===== src/rtl/mmu_ctl_pkg.sv =====
package mmu_ctl_pkg;

    // bus and register widths
    localparam int DATA_W = 64;
    localparam int RP_W   = 64;
    localparam int TC_W   = 32;
    localparam int TT_W   = 32;
    localparam int SR_W   = 16;

    // register select map
    localparam int SEL_W  = 3;
    localparam int NUM_TT = 2;
    localparam logic [SEL_W-1:0] SEL_URP     = 3'd0;
    localparam logic [SEL_W-1:0] SEL_SRP     = 3'd1;
    localparam logic [SEL_W-1:0] SEL_TC      = 3'd2;
    localparam logic [SEL_W-1:0] SEL_TT_BASE = 3'd3;
    localparam logic [SEL_W-1:0] SEL_SR      = SEL_W'(int'(SEL_TT_BASE) + NUM_TT);

    // field positions the checks decode
    localparam int RP_DT_LSB     = 32;
    localparam int RP_DT_W       = 2;
    localparam int TC_E_BIT      = 31;
    localparam int TC_PS_LSB     = 20;
    localparam int TC_IS_LSB     = 16;
    localparam int TC_FLD_W      = 4;
    localparam int TC_NUM_TI     = 4;
    localparam int TC_TI_TOP_LSB = 12;
    localparam int TT_E_BIT      = 15;

    typedef enum logic [2:0] {
        ST_IDLE,
        ST_READ,
        ST_WR_FLUSH,
        ST_WR_QUIET,
        ST_DENY
    } op_state_e;

endpackage


===== src/rtl/mmu_root_chk.sv =====
module mmu_root_chk
    import mmu_ctl_pkg::*;
(
    input  logic [RP_W-1:0] value,
    output logic            bad
);

    logic [RP_DT_W-1:0] dtype;

    // a descriptor type of zero marks an unusable root descriptor
    always_comb begin
        dtype = value[RP_DT_LSB +: RP_DT_W];
        bad   = (dtype == '0);
    end

endmodule


===== src/rtl/mmu_tc_chk.sv =====
module mmu_tc_chk
    import mmu_ctl_pkg::*;
#(
    parameter int PS_MIN  = 8,
    parameter int VA_BITS = 32
) (
    input  logic [TC_W-1:0] value,
    output logic            check_on,
    output logic            fields_ok
);

    localparam int FLD_MAX = (1 << TC_FLD_W) - 1;
    localparam int SUM_W   = $clog2((TC_NUM_TI + 2) * FLD_MAX + 1);

    logic [TC_FLD_W-1:0] ps;
    logic [TC_FLD_W-1:0] ishift;
    logic [TC_FLD_W-1:0] ti;
    logic [SUM_W-1:0]    total;
    logic                open;

    always_comb begin
        ps     = value[TC_PS_LSB +: TC_FLD_W];
        ishift = value[TC_IS_LSB +: TC_FLD_W];
        total  = SUM_W'(ps) + SUM_W'(ishift);
        open   = 1'b1;
        ti     = '0;
        // index fields count from the top one down to the first zero width
        for (int i = 0; i < TC_NUM_TI; i++) begin
            ti = value[TC_TI_TOP_LSB - i*TC_FLD_W +: TC_FLD_W];
            if (ti == '0) begin
                open = 1'b0;
            end
            if (open) begin
                total = total + SUM_W'(ti);
            end
        end
        check_on  = value[TC_E_BIT];
        fields_ok = (ps >= TC_FLD_W'(PS_MIN)) && (total == SUM_W'(VA_BITS));
    end

endmodule


===== src/rtl/mmu_reg_bank.sv =====
module mmu_reg_bank
    import mmu_ctl_pkg::*;
(
    input  logic              clk,
    input  logic              rst_n,
    input  logic              wr_en,
    input  logic              rd_en,
    input  logic [SEL_W-1:0]  sel,
    input  logic [DATA_W-1:0] wdata,
    input  logic              tc_clear_e,
    output logic [DATA_W-1:0] rd_data,
    output logic [NUM_TT-1:0] tt_en
);

    logic [RP_W-1:0]               urp_q;
    logic [RP_W-1:0]               srp_q;
    logic [TC_W-1:0]               tc_q;
    logic [TC_W-1:0]               tc_next;
    logic [SR_W-1:0]               sr_q;
    logic [NUM_TT-1:0][TT_W-1:0]   tt_view;
    logic [DATA_W-1:0]             rd_mux;
    logic [DATA_W-1:0]             rd_q;

    always_ff @(posedge clk or negedge rst_n) begin
        if (!rst_n) begin
            urp_q <= '0;
            srp_q <= '0;
        end else if (wr_en) begin
            if (sel == SEL_URP) urp_q <= wdata[RP_W-1:0];
            if (sel == SEL_SRP) srp_q <= wdata[RP_W-1:0];
        end
    end

    // a passed consistency check stores the value with its enable bit clear
    always_comb begin
        tc_next = wdata[TC_W-1:0];
        if (tc_clear_e) begin
            tc_next[TC_E_BIT] = 1'b0;
        end
    end

    always_ff @(posedge clk or negedge rst_n) begin
        if (!rst_n) begin
            tc_q <= '0;
            sr_q <= '0;
        end else if (wr_en) begin
            if (sel == SEL_TC) tc_q <= tc_next;
            if (sel == SEL_SR) sr_q <= wdata[SR_W-1:0];
        end
    end

    for (genvar g = 0; g < NUM_TT; g++) begin : g_tt
        localparam logic [SEL_W-1:0] MY_SEL = SEL_W'(int'(SEL_TT_BASE) + g);
        logic [TT_W-1:0] tt_q;

        always_ff @(posedge clk or negedge rst_n) begin
            if (!rst_n) begin
                tt_q <= '0;
            end else if (wr_en && (sel == MY_SEL)) begin
                tt_q <= wdata[TT_W-1:0];
            end
        end

        assign tt_view[g] = tt_q;
        assign tt_en[g]   = tt_q[TT_E_BIT];

        // the enable level moves only on a write aimed at this register
        assert_tt_hold_R9: assert property (@(posedge clk) disable iff (!rst_n)
            !$past(wr_en && (sel == MY_SEL)) |-> $stable(tt_en[g]));
    end

    always_comb begin
        rd_mux = '0;
        if (sel == SEL_URP) rd_mux = DATA_W'(urp_q);
        if (sel == SEL_SRP) rd_mux = DATA_W'(srp_q);
        if (sel == SEL_TC)  rd_mux = DATA_W'(tc_q);
        if (sel == SEL_SR)  rd_mux = DATA_W'(sr_q);
        for (int i = 0; i < NUM_TT; i++) begin
            if (sel == SEL_W'(int'(SEL_TT_BASE) + i)) rd_mux = DATA_W'(tt_view[i]);
        end
    end

    always_ff @(posedge clk or negedge rst_n) begin
        if (!rst_n) begin
            rd_q <= '0;
        end else if (rd_en) begin
            rd_q <= rd_mux;
        end
    end

    assign rd_data = rd_q;

endmodule


===== src/rtl/mmu_ctl_seq.sv =====
module mmu_ctl_seq
    import mmu_ctl_pkg::*;
(
    input  logic clk,
    input  logic rst_n,
    input  logic req_valid,
    input  logic req_write,
    input  logic req_super,
    input  logic req_nofl,
    input  logic sel_flushes,
    input  logic err_in,
    output logic grant_wr,
    output logic grant_rd,
    output logic flush_pulse,
    output logic priv_viol,
    output logic cfg_err
);

    op_state_e state_q;
    op_state_e state_d;
    logic      err_arm_q;
    logic      err_out_q;

    assign grant_wr = req_valid && req_super && req_write;
    assign grant_rd = req_valid && req_super && !req_write;

    // each edge records what it accepted; the old state plays no part
    always_comb begin
        if (!req_valid)                  state_d = ST_IDLE;
        else if (!req_super)             state_d = ST_DENY;
        else if (!req_write)             state_d = ST_READ;
        else if (sel_flushes && !req_nofl) state_d = ST_WR_FLUSH;
        else                             state_d = ST_WR_QUIET;
    end

    always_ff @(posedge clk or negedge rst_n) begin
        if (!rst_n) state_q <= ST_IDLE;
        else        state_q <= state_d;
    end

    always_comb begin
        flush_pulse = 1'b0;
        priv_viol   = 1'b0;
        unique case (state_q)
            ST_IDLE:     ;
            ST_READ:     ;
            ST_WR_FLUSH: flush_pulse = 1'b1;
            ST_WR_QUIET: ;
            ST_DENY:     priv_viol = 1'b1;
        endcase
    end

    // error arms with the store, reports one edge later
    always_ff @(posedge clk or negedge rst_n) begin
        if (!rst_n) begin
            err_arm_q <= 1'b0;
            err_out_q <= 1'b0;
        end else begin
            err_arm_q <= grant_wr && err_in;
            err_out_q <= err_arm_q;
        end
    end

    assign cfg_err = err_out_q;

    assert_no_flush_when_disabled_R4: assert property (@(posedge clk) disable iff (!rst_n)
        $past(req_valid && req_nofl) |-> !flush_pulse);

    assert_priv_quiet_R10: assert property (@(posedge clk) disable iff (!rst_n)
        $past(req_valid && !req_super) |-> (priv_viol && !flush_pulse));

    // a read never produces a flush
    assert_read_no_flush_R11: assert property (@(posedge clk) disable iff (!rst_n)
        $past(req_valid && !req_write) |-> !flush_pulse);

endmodule


===== src/rtl/mmu_ctl_regs.sv =====
module mmu_ctl_regs
    import mmu_ctl_pkg::*;
#(
    parameter int PS_MIN  = 8,
    parameter int VA_BITS = 32
) (
    input  logic              clk,
    input  logic              rst_n,
    input  logic              req_valid,
    input  logic              req_write,
    input  logic [SEL_W-1:0]  req_sel,
    input  logic [DATA_W-1:0] req_wdata,
    input  logic              req_super,
    input  logic              req_nofl,
    output logic [DATA_W-1:0] rd_data,
    output logic              flush_pulse,
    output logic              cfg_err,
    output logic              priv_viol,
    output logic [NUM_TT-1:0] tt_en
);

    logic sel_is_root;
    logic sel_is_tc;
    logic sel_is_tt;
    logic sel_flushes;
    logic root_bad;
    logic tc_check_on;
    logic tc_ok;
    logic err_in;
    logic tc_clear_e;
    logic grant_wr;
    logic grant_rd;

    assign sel_is_root = (req_sel == SEL_URP) || (req_sel == SEL_SRP);
    assign sel_is_tc   = (req_sel == SEL_TC);
    assign sel_is_tt   = (req_sel >= SEL_TT_BASE) && (req_sel < SEL_SR);
    assign sel_flushes = sel_is_root || sel_is_tc || sel_is_tt;

    mmu_root_chk u_root_chk (
        .value (req_wdata[RP_W-1:0]),
        .bad   (root_bad)
    );

    mmu_tc_chk #(
        .PS_MIN  (PS_MIN),
        .VA_BITS (VA_BITS)
    ) u_tc_chk (
        .value     (req_wdata[TC_W-1:0]),
        .check_on  (tc_check_on),
        .fields_ok (tc_ok)
    );

    assign err_in     = (sel_is_root && root_bad) || (sel_is_tc && tc_check_on && !tc_ok);
    assign tc_clear_e = sel_is_tc && tc_check_on && tc_ok;

    mmu_ctl_seq u_seq (
        .clk         (clk),
        .rst_n       (rst_n),
        .req_valid   (req_valid),
        .req_write   (req_write),
        .req_super   (req_super),
        .req_nofl    (req_nofl),
        .sel_flushes (sel_flushes),
        .err_in      (err_in),
        .grant_wr    (grant_wr),
        .grant_rd    (grant_rd),
        .flush_pulse (flush_pulse),
        .priv_viol   (priv_viol),
        .cfg_err     (cfg_err)
    );

    mmu_reg_bank u_bank (
        .clk        (clk),
        .rst_n      (rst_n),
        .wr_en      (grant_wr),
        .rd_en      (grant_rd),
        .sel        (req_sel),
        .wdata      (req_wdata),
        .tc_clear_e (tc_clear_e),
        .rd_data    (rd_data),
        .tt_en      (tt_en)
    );

    assert_status_no_flush_R5: assert property (@(posedge clk) disable iff (!rst_n)
        $past(req_valid && req_write && req_sel == SEL_SR) |-> !flush_pulse);

    // an error only ever follows a granted write two edges back
    assert_err_after_store_R6: assert property (@(posedge clk) disable iff (!rst_n)
        $rose(cfg_err) |-> $past(req_valid && req_write && req_super, 2));

    assert_unmapped_quiet_R12: assert property (@(posedge clk) disable iff (!rst_n)
        $past(req_valid && req_sel > SEL_SR) |-> !flush_pulse);

endmodule


===== config.mk =====
export PLATFORM = sky130hd
export DESIGN_NAME = mmu_ctl_regs
export DESIGN_NICKNAME = d
export VERILOG_FILES = /design/src/rtl/mmu_ctl_pkg.sv /design/src/rtl/mmu_root_chk.sv /design/src/rtl/mmu_tc_chk.sv /design/src/rtl/mmu_reg_bank.sv /design/src/rtl/mmu_ctl_seq.sv /design/src/rtl/mmu_ctl_regs.sv
export SDC_FILE = /design/constraint.sdc
export NUM_CORES = 1
export LEC_CHECK = 0
export CELL_PAD_IN_SITES_DETAIL_PLACEMENT = 1
export CELL_PAD_IN_SITES_GLOBAL_PLACEMENT = 1
export CORE_MARGIN = 5
export CORE_UTILIZATION = 40
export CTS_CLUSTER_SIZE = 25
export DETAILED_ROUTE_END_ITERATION = 10
export HOLD_SLACK_MARGIN = 0.05
export PLACE_DENSITY = 0.73
export SYNTH_ARGS = -nofsm -noshare
export SYNTH_HDL_FRONTEND = slang
export SYNTH_SLANG_ARGS = --single-unit

===== constraint.sdc =====
create_clock -name clk -period 3.4 [get_ports clk]
set_input_delay 0.34 -clock clk [delete_from_list [all_inputs] [get_ports clk]]
set_output_delay 0.34 -clock clk [all_outputs]
set_load 0.01 [all_outputs]

; Yosys cells after proc, flatten, opt, wreduce, memory -nomap -nowiden
; Index checks and enable logic that the tools add are counted.
[word_totals]
out_inout_bits = 69
input_bits = 73
reg_bits = 309
wordCells = 77
[classes]
n_eq_ne = 8
n_reduce_logical = 30
magnitude_cmp = 3
add_sub_neg = 5
n_mux = 21
[op_table]
columns = op, count
row1 = 64-bit 2-to-1 mux, 6
row2 = 7-bit by 4-bit adder with 7-bit output, 4
row3 = 7-bit 2-to-1 mux, 4
row4 = 4-bit zero test, 4
row5 = 1-bit logical AND, 13
row6 = 3-bit by 2-bit equality test with 1-bit output (second input constant), 3
row7 = 3-bit equality test (second input constant), 3
row8 = 3-bit 2-to-1 mux, 3
row9 = 1-bit 2-to-1 mux, 8
row10 = 2-bit AND reduction, 4
row11 = 7-bit by 6-bit equality test with 1-bit output (second input constant), 1
row12 = 4-bit by 4-bit adder with 5-bit output, 1
row13 = 4-bit >= comparator (second input constant), 1
row14 = 1-bit logical OR, 4
row15 = 3-bit by 1-bit equality test with 1-bit output (second input constant), 1
row16 = 3-bit by 2-bit >= comparator with 1-bit output (second input constant), 1
row17 = 1-bit zero test, 3
row18 = 3-bit zero test, 1
row19 = 3-bit < comparator (second input constant), 1
row20 = 2-bit zero test, 1

; Longest topological paths before layout
[depth]
word_depth = 15
ltp_mapped = 27
ltp_nobuf = 27

; By module
; Synthesis repeated with hierarchy kept, for this count alone.
[hier_totals]
cells_unflattened = 1150
hier_area_um2 = 14528.9
[modules_own_cells]
columns = module, seq_area_each_um2, cells_each, area_each_um2, n_inst
row1 = mmu_reg_bank, 7607.3, 971, 13027.5, 1
row2 = mmu_tc_chk, 0.0, 157, 1262.5, 1
row3 = mmu_ctl_seq, 125.1, 15, 188.9, 1
row4 = mmu_ctl_regs, 0.0, 6, 46.3, 1
row5 = mmu_root_chk, 0.0, 1, 3.8, 1

; Worst setup path after synthesis
; OpenSTA, ideal clock, no wires.
[synth_timing]
path_type = input port to flip-flop
from = input port req_wdata[16]
to = register u_bank.tc_q[31]
required_ns = 3.270
arrival_time_ns = 5.213
setup_slack_ns = -1.943
setup_ns = 0.130
path_stages = 26
path_buffers = 0
cell_sequence = ha_1 fa_1 inv_1 fa_1 mux2i_2 inv_1 fa_1 xnor2_1 nand2_1 o211ai_1 o21ai_0 inv_1 ha_1 a21oi_1 and3_1 nor2_1 mux2_2 ha_1 nor2_1 a21oi_1 o211ai_1 a31oi_1 o311ai_0 a311o_1 a21oi_2 o221ai_2
[synth_between]
elab_chain_len = 13
[synth_lines]
columns = item, line
row1 = from (decl), mmu_ctl_regs.sv:12  ; input logic [DATA_W-1:0] req_wdata,
row2 = 4-bit by 4-bit adder with 5-bit output *, mmu_tc_chk.sv:24  ; total = SUM_W'(ps) + SUM_W'(ishift);
row3 = 7-bit by 4-bit adder with 7-bit output, mmu_tc_chk.sv:34  ; total = total + SUM_W'(ti);
row4 = 7-bit 2-to-1 mux *, mmu_tc_chk.sv:33  ; if (open) begin
row5 = 7-bit by 4-bit adder with 7-bit output, mmu_tc_chk.sv:34
row6 = 7-bit 2-to-1 mux *, mmu_tc_chk.sv:33
row7 = 7-bit by 4-bit adder with 7-bit output, mmu_tc_chk.sv:34
row8 = 7-bit 2-to-1 mux *, mmu_tc_chk.sv:33
row9 = 7-bit by 4-bit adder with 7-bit output, mmu_tc_chk.sv:34
row10 = 7-bit 2-to-1 mux *, mmu_tc_chk.sv:33
row11 = 7-bit by 6-bit equality test with 1-bit output *, mmu_tc_chk.sv:38  ; fields_ok = (ps >= TC_FLD_W'(PS_MIN)) && (total == SUM_W'(VA_BITS));
row12 = 1-bit logical AND *, mmu_tc_chk.sv:38
row13 = 1-bit logical AND *, mmu_ctl_regs.sv:54  ; assign tc_clear_e = sel_is_tc && tc_check_on && tc_ok;
row14 = 1-bit 2-to-1 mux *, mmu_reg_bank.sv:37  ; if (tc_clear_e) begin
row15 = to (signal assigned), mmu_reg_bank.sv:47  ; if (sel == SEL_TC) tc_q <= tc_next;
row16 = to (decl), mmu_reg_bank.sv:17  ; logic [TC_W-1:0] tc_q;
; Mark *: on every way between the ends. The rest lies on a longest branch, timed or not.
; A chain may end at the register's enable or synchronous reset.

; Worst setup path after layout
[layout_timing]
from = input port req_wdata[20]
to = register u_seq.err_arm_q
[layout_between]
elab_chain_len = 15
elab_cells_between_ends = 16
cone_classes = add/sub: 5 / order compare: 1 / eq/ne: 1 / mux: 4 / reduce/logical: 5
[layout_lines]
columns = item, line
row1 = 4-bit by 4-bit adder with 5-bit output, mmu_tc_chk.sv:24
row2 = 7-bit by 4-bit adder with 7-bit output, mmu_tc_chk.sv:34
row3 = 7-bit 2-to-1 mux, mmu_tc_chk.sv:33
row4 = 7-bit by 4-bit adder with 7-bit output, mmu_tc_chk.sv:34
row5 = 7-bit 2-to-1 mux, mmu_tc_chk.sv:33
row6 = 7-bit by 4-bit adder with 7-bit output, mmu_tc_chk.sv:34
row7 = 7-bit 2-to-1 mux, mmu_tc_chk.sv:33
row8 = 7-bit by 4-bit adder with 7-bit output, mmu_tc_chk.sv:34
row9 = 7-bit 2-to-1 mux, mmu_tc_chk.sv:33
row10 = 7-bit by 6-bit equality test with 1-bit output, mmu_tc_chk.sv:38
row11 = 1-bit logical AND *, mmu_tc_chk.sv:38
row12 = 1-bit zero test *, mmu_ctl_regs.sv:53  ; assign err_in = (sel_is_root && root_bad) || (sel_is_tc && tc_check_on && !tc_ok);
row13 = 1-bit logical AND *, mmu_ctl_regs.sv:53
row14 = 1-bit logical OR *, mmu_ctl_regs.sv:53
row15 = 1-bit logical AND *, mmu_ctl_seq.sv:59  ; err_arm_q <= grant_wr && err_in;
row16 = to (signal assigned), mmu_ctl_seq.sv:59
row17 = to (decl), mmu_ctl_seq.sv:21  ; logic err_arm_q;
; Marks and branches as above.

==> results.sh <==
export IMPL_status="finished with violations"
export IMPL_violations="negative setup slack"
export IMPL_cpPeakStageDelay_ns=0.54
export IMPL_core_um2=35500
export IMPL_wire_per_inst_um=21.6
export IMPL_yosys_register_bits=309
export IMPL_cp_common_cell="ha_4"
export IMPL_drtIter0Drc=599
export IMPL_pre_cts_ws_ns=-2.41
export IMPL_io_buffers=141
export IMPL_grt_max_degree=90
export IMPL_worstPathRequired_ns=3.84
export IMPL_rows=69
export IMPL_finalHoldViolCount=0
export IMPL_vias=10400
export IMPL_dieArea_um2=39800
export IMPL_finalSetupTns_ns=-3.01
export IMPL_worst_slew_pin_slew_ns=0.683
export IMPL_setup_ws_ns=-1.53
export IMPL_fin_nets=1498
export IMPL_fillers=3622
export IMPL_yosysSeqAreaShare_pct=53.9
export IMPL_dpl_hpwl_um=26500
export IMPL_numCtsBuffers=35
export IMPL_final_area_um2=18300
export IMPL_period_needed_ns=4.93
export IMPL_path_class="in2reg"
export IMPL_fin_skew_ns=0.0112
export IMPL_crit_buf_inv=5
export IMPL_setup_viol=2
export IMPL_grt_use_total_pct=20.6
export IMPL_grt_pass1_vias=11500
export IMPL_synth_async_sr_flop_share_pct=100
export IMPL_start_util_pct=40.4
export IMPL_finalMaxSlewViolations=0
export IMPL_first_pass_iters=5
export IMPL_die_w_um=199
export IMPL_htreeDepth=2
export IMPL_viasPerCell=5.51
export IMPL_clock_latency_ns=0.53
export IMPL_grt_pass1_wl_um=65300
export IMPL_cts_tree="built"
export IMPL_clock_sinks=309
export IMPL_max_freq_mhz=203
export IMPL_drive_above_1_share_pct=32.9
export IMPL_power_per_cell_area_nw_per_um2=640
export IMPL_routed_wl_um=40800
export IMPL_postRouteAntennaNets=0
export IMPL_synth_avg_cell_area_um2=12.1
export IMPL_synth_edf_count=0
export IMPL_placed_area_um2=16900
export IMPL_clockBufferDepth=3
export IMPL_clk_pin_slew_worst_paths_ns=0.06
export IMPL_endpoint_kind="register"
export IMPL_worst_path_max_fanout=5
export IMPL_place_congestion=0.812
export IMPL_cap_viol_max_count=0
export IMPL_p_total_mw=11.7
export IMPL_hp_class="in2reg"
export IMPL_max_slew_margin_pct=54.5
export IMPL_drc=0
export IMPL_syn_to_final_growth_pct=27.9
export IMPL_yosysUniqueCellTypes=65
export IMPL_fin_crit_sh_pct=145
export IMPL_synthFlopType="dfrtp_1"
export IMPL_cp_top_family="adder cells"
export IMPL_clockRootBuffer="clkbuf_16"
export IMPL_rsz0062_at_grt="true"
export IMPL_antenna_found_initial=2
export IMPL_arrival_ns=5.37
export IMPL_die_h_um=199
export IMPL_io_pins=142
export IMPL_syn_num_nets=1282
export IMPL_grt_overflow=0
export IMPL_fin_util_pct=51.7
export IMPL_ys_warn_count=0
export IMPL_slowest_stage="fa_2"
export IMPL_max_vdd_ir_drop_mv=0.374
export IMPL_netlist_area_um2=14300
export IMPL_worstSetupStartpointType="input pin"
export IMPL_leakage_nw=8.05
export IMPL_syn_inst=1182
[final cells by class]
type	instances	area, um2	area share, %
antenna	2	5.00	0.0273
clock inverter	13	228	1.24
sequential	309	7730	42.1
tap	461	577	3.14
inverter	21	81.3	0.443
clock buffer	48	965	5.26
multi-input combinational	775	6430	35.0
timing repair buffer	256	2330	12.7
[worst paths after layout]
check                            startpoint                      end  slack [ns]  depth (start not counted)
min reg2reg                 u_seq.err_arm_q            u_seq.cfg_err        0.36                          0
max                           req_wdata[20]          u_seq.err_arm_q       -1.53                         28
max reg2reg                u_bank.urp_q[15]       u_bank.rd_data[15]        1.70                          6
min                           req_wdata[16]  u_bank.g_tt[0].tt_q[16]        0.19                          3
min in group asynchronous             rst_n       u_bank.rd_data[53]        0.41                          2
max in group asynchronous             rst_n        u_bank.rd_data[9]        2.07                          3
[through the flow]
step	std cells	hold slack (ns)
final	1885	0.187
after global placement	1805	0.363
after global routing	1885	0.185
after detailed placement	1805	0.336
after floorplan	1182	0.0444
after CTS	1877	0.168
[cells in the mapped netlist, types with 15 or more instances]
cell type,number,area (um2)
mux2_2,226,2540
a22oi_1,49,368
ha_1,22,275
o21ai_0,78,390
o31a_1,15,131
clkbuf_1,55,206
a21oi_1,47,235
o31ai_1,19,143
nor2_1,50,188
dfrtp_1,309,7730
nand2_1,122,458
inv_1,20,75.1
o22ai_1,15,93.8
mux4_2,16,360
[kinds of logic after synthesis]
kind of cell,after synthesis,share of synthesized area (%)
simple gates,223,6.92
xor+xnor,13,0.794
buf+inv,98,2.84
mux,255,21.3
flops,309,53.9
compound gates,257,11.7
fa+ha+maj,27,2.62
[per-layer routing]
layer	vias to the layer above	wire length [um]	track usage (%)
met4	0	1020	5.94
met5	-	0	0
met3	72	1740	3.24
met1	5393	17200	27.1
li1	4700	-	-
met2	223	20800	35.7
[where the power goes]
part / switching [mW] / total (mW) / internal, mW / leakage (nW)
clock: 1.54 / 3.92 / 2.39 / 0.584
combinational: 1.41 / 3.14 / 1.73 / 3.46
sequential: 0.355 / 4.69 / 4.33 / 4.00
total: 3.31 / 11.7 / 8.44 / 8.05
[state kept, by name, summed over array words and instances (netlist names)]
name / flops
u_bank.g_tt.tt_q: 64
u_bank.rd_data: 64
u_bank.sr_q: 16
u_bank.srp_q: 64
u_bank.tc_q: 32
u_bank.urp_q: 64
u_seq.cfg_err: 1
u_seq.err_arm_q: 1
u_seq.state_q: 3
[timing repair]
item | in CTS | in global routing
endpoints found under the hold margin | 77 | 0
pin swaps | 18 | 30
endpoints found under the setup margin | 2 | 2
gates resized for setup | 22 | 12
buffers inserted | 10 | 6
hold buffers | 1 | 0
[placed cells by master (no fill, tap or decap), types with 6 or more instances in the layout]
master           count
buf_4              109
a21oi_1             40
mux2_2             225
nand2_1            122
nand3_1              8
a22oi_1             49
mux2_1              11
clkbuf_1             9
clkbuf_16           35
clkdlybuf4s50_1    130
a21oi_2              6
inv_1               16
xnor2_1              7
nor2_1              45
o31ai_1             19
o21ai_0             76
a21o_1               6
mux4_2              16
o22ai_1             15
o31a_1              15
ha_1                17
dfrtp_1            309
[worst register-to-register path, delay by kind of cell, from the launching register on]
kind / cells / cell delay [ns]
AND/OR/NAND/NOR: 1 / 0.08
AO/OA/AOI/OAI: 5 / 1.21
flip-flops: 1 / 0.34
Power figures use the tool's default switching activity.
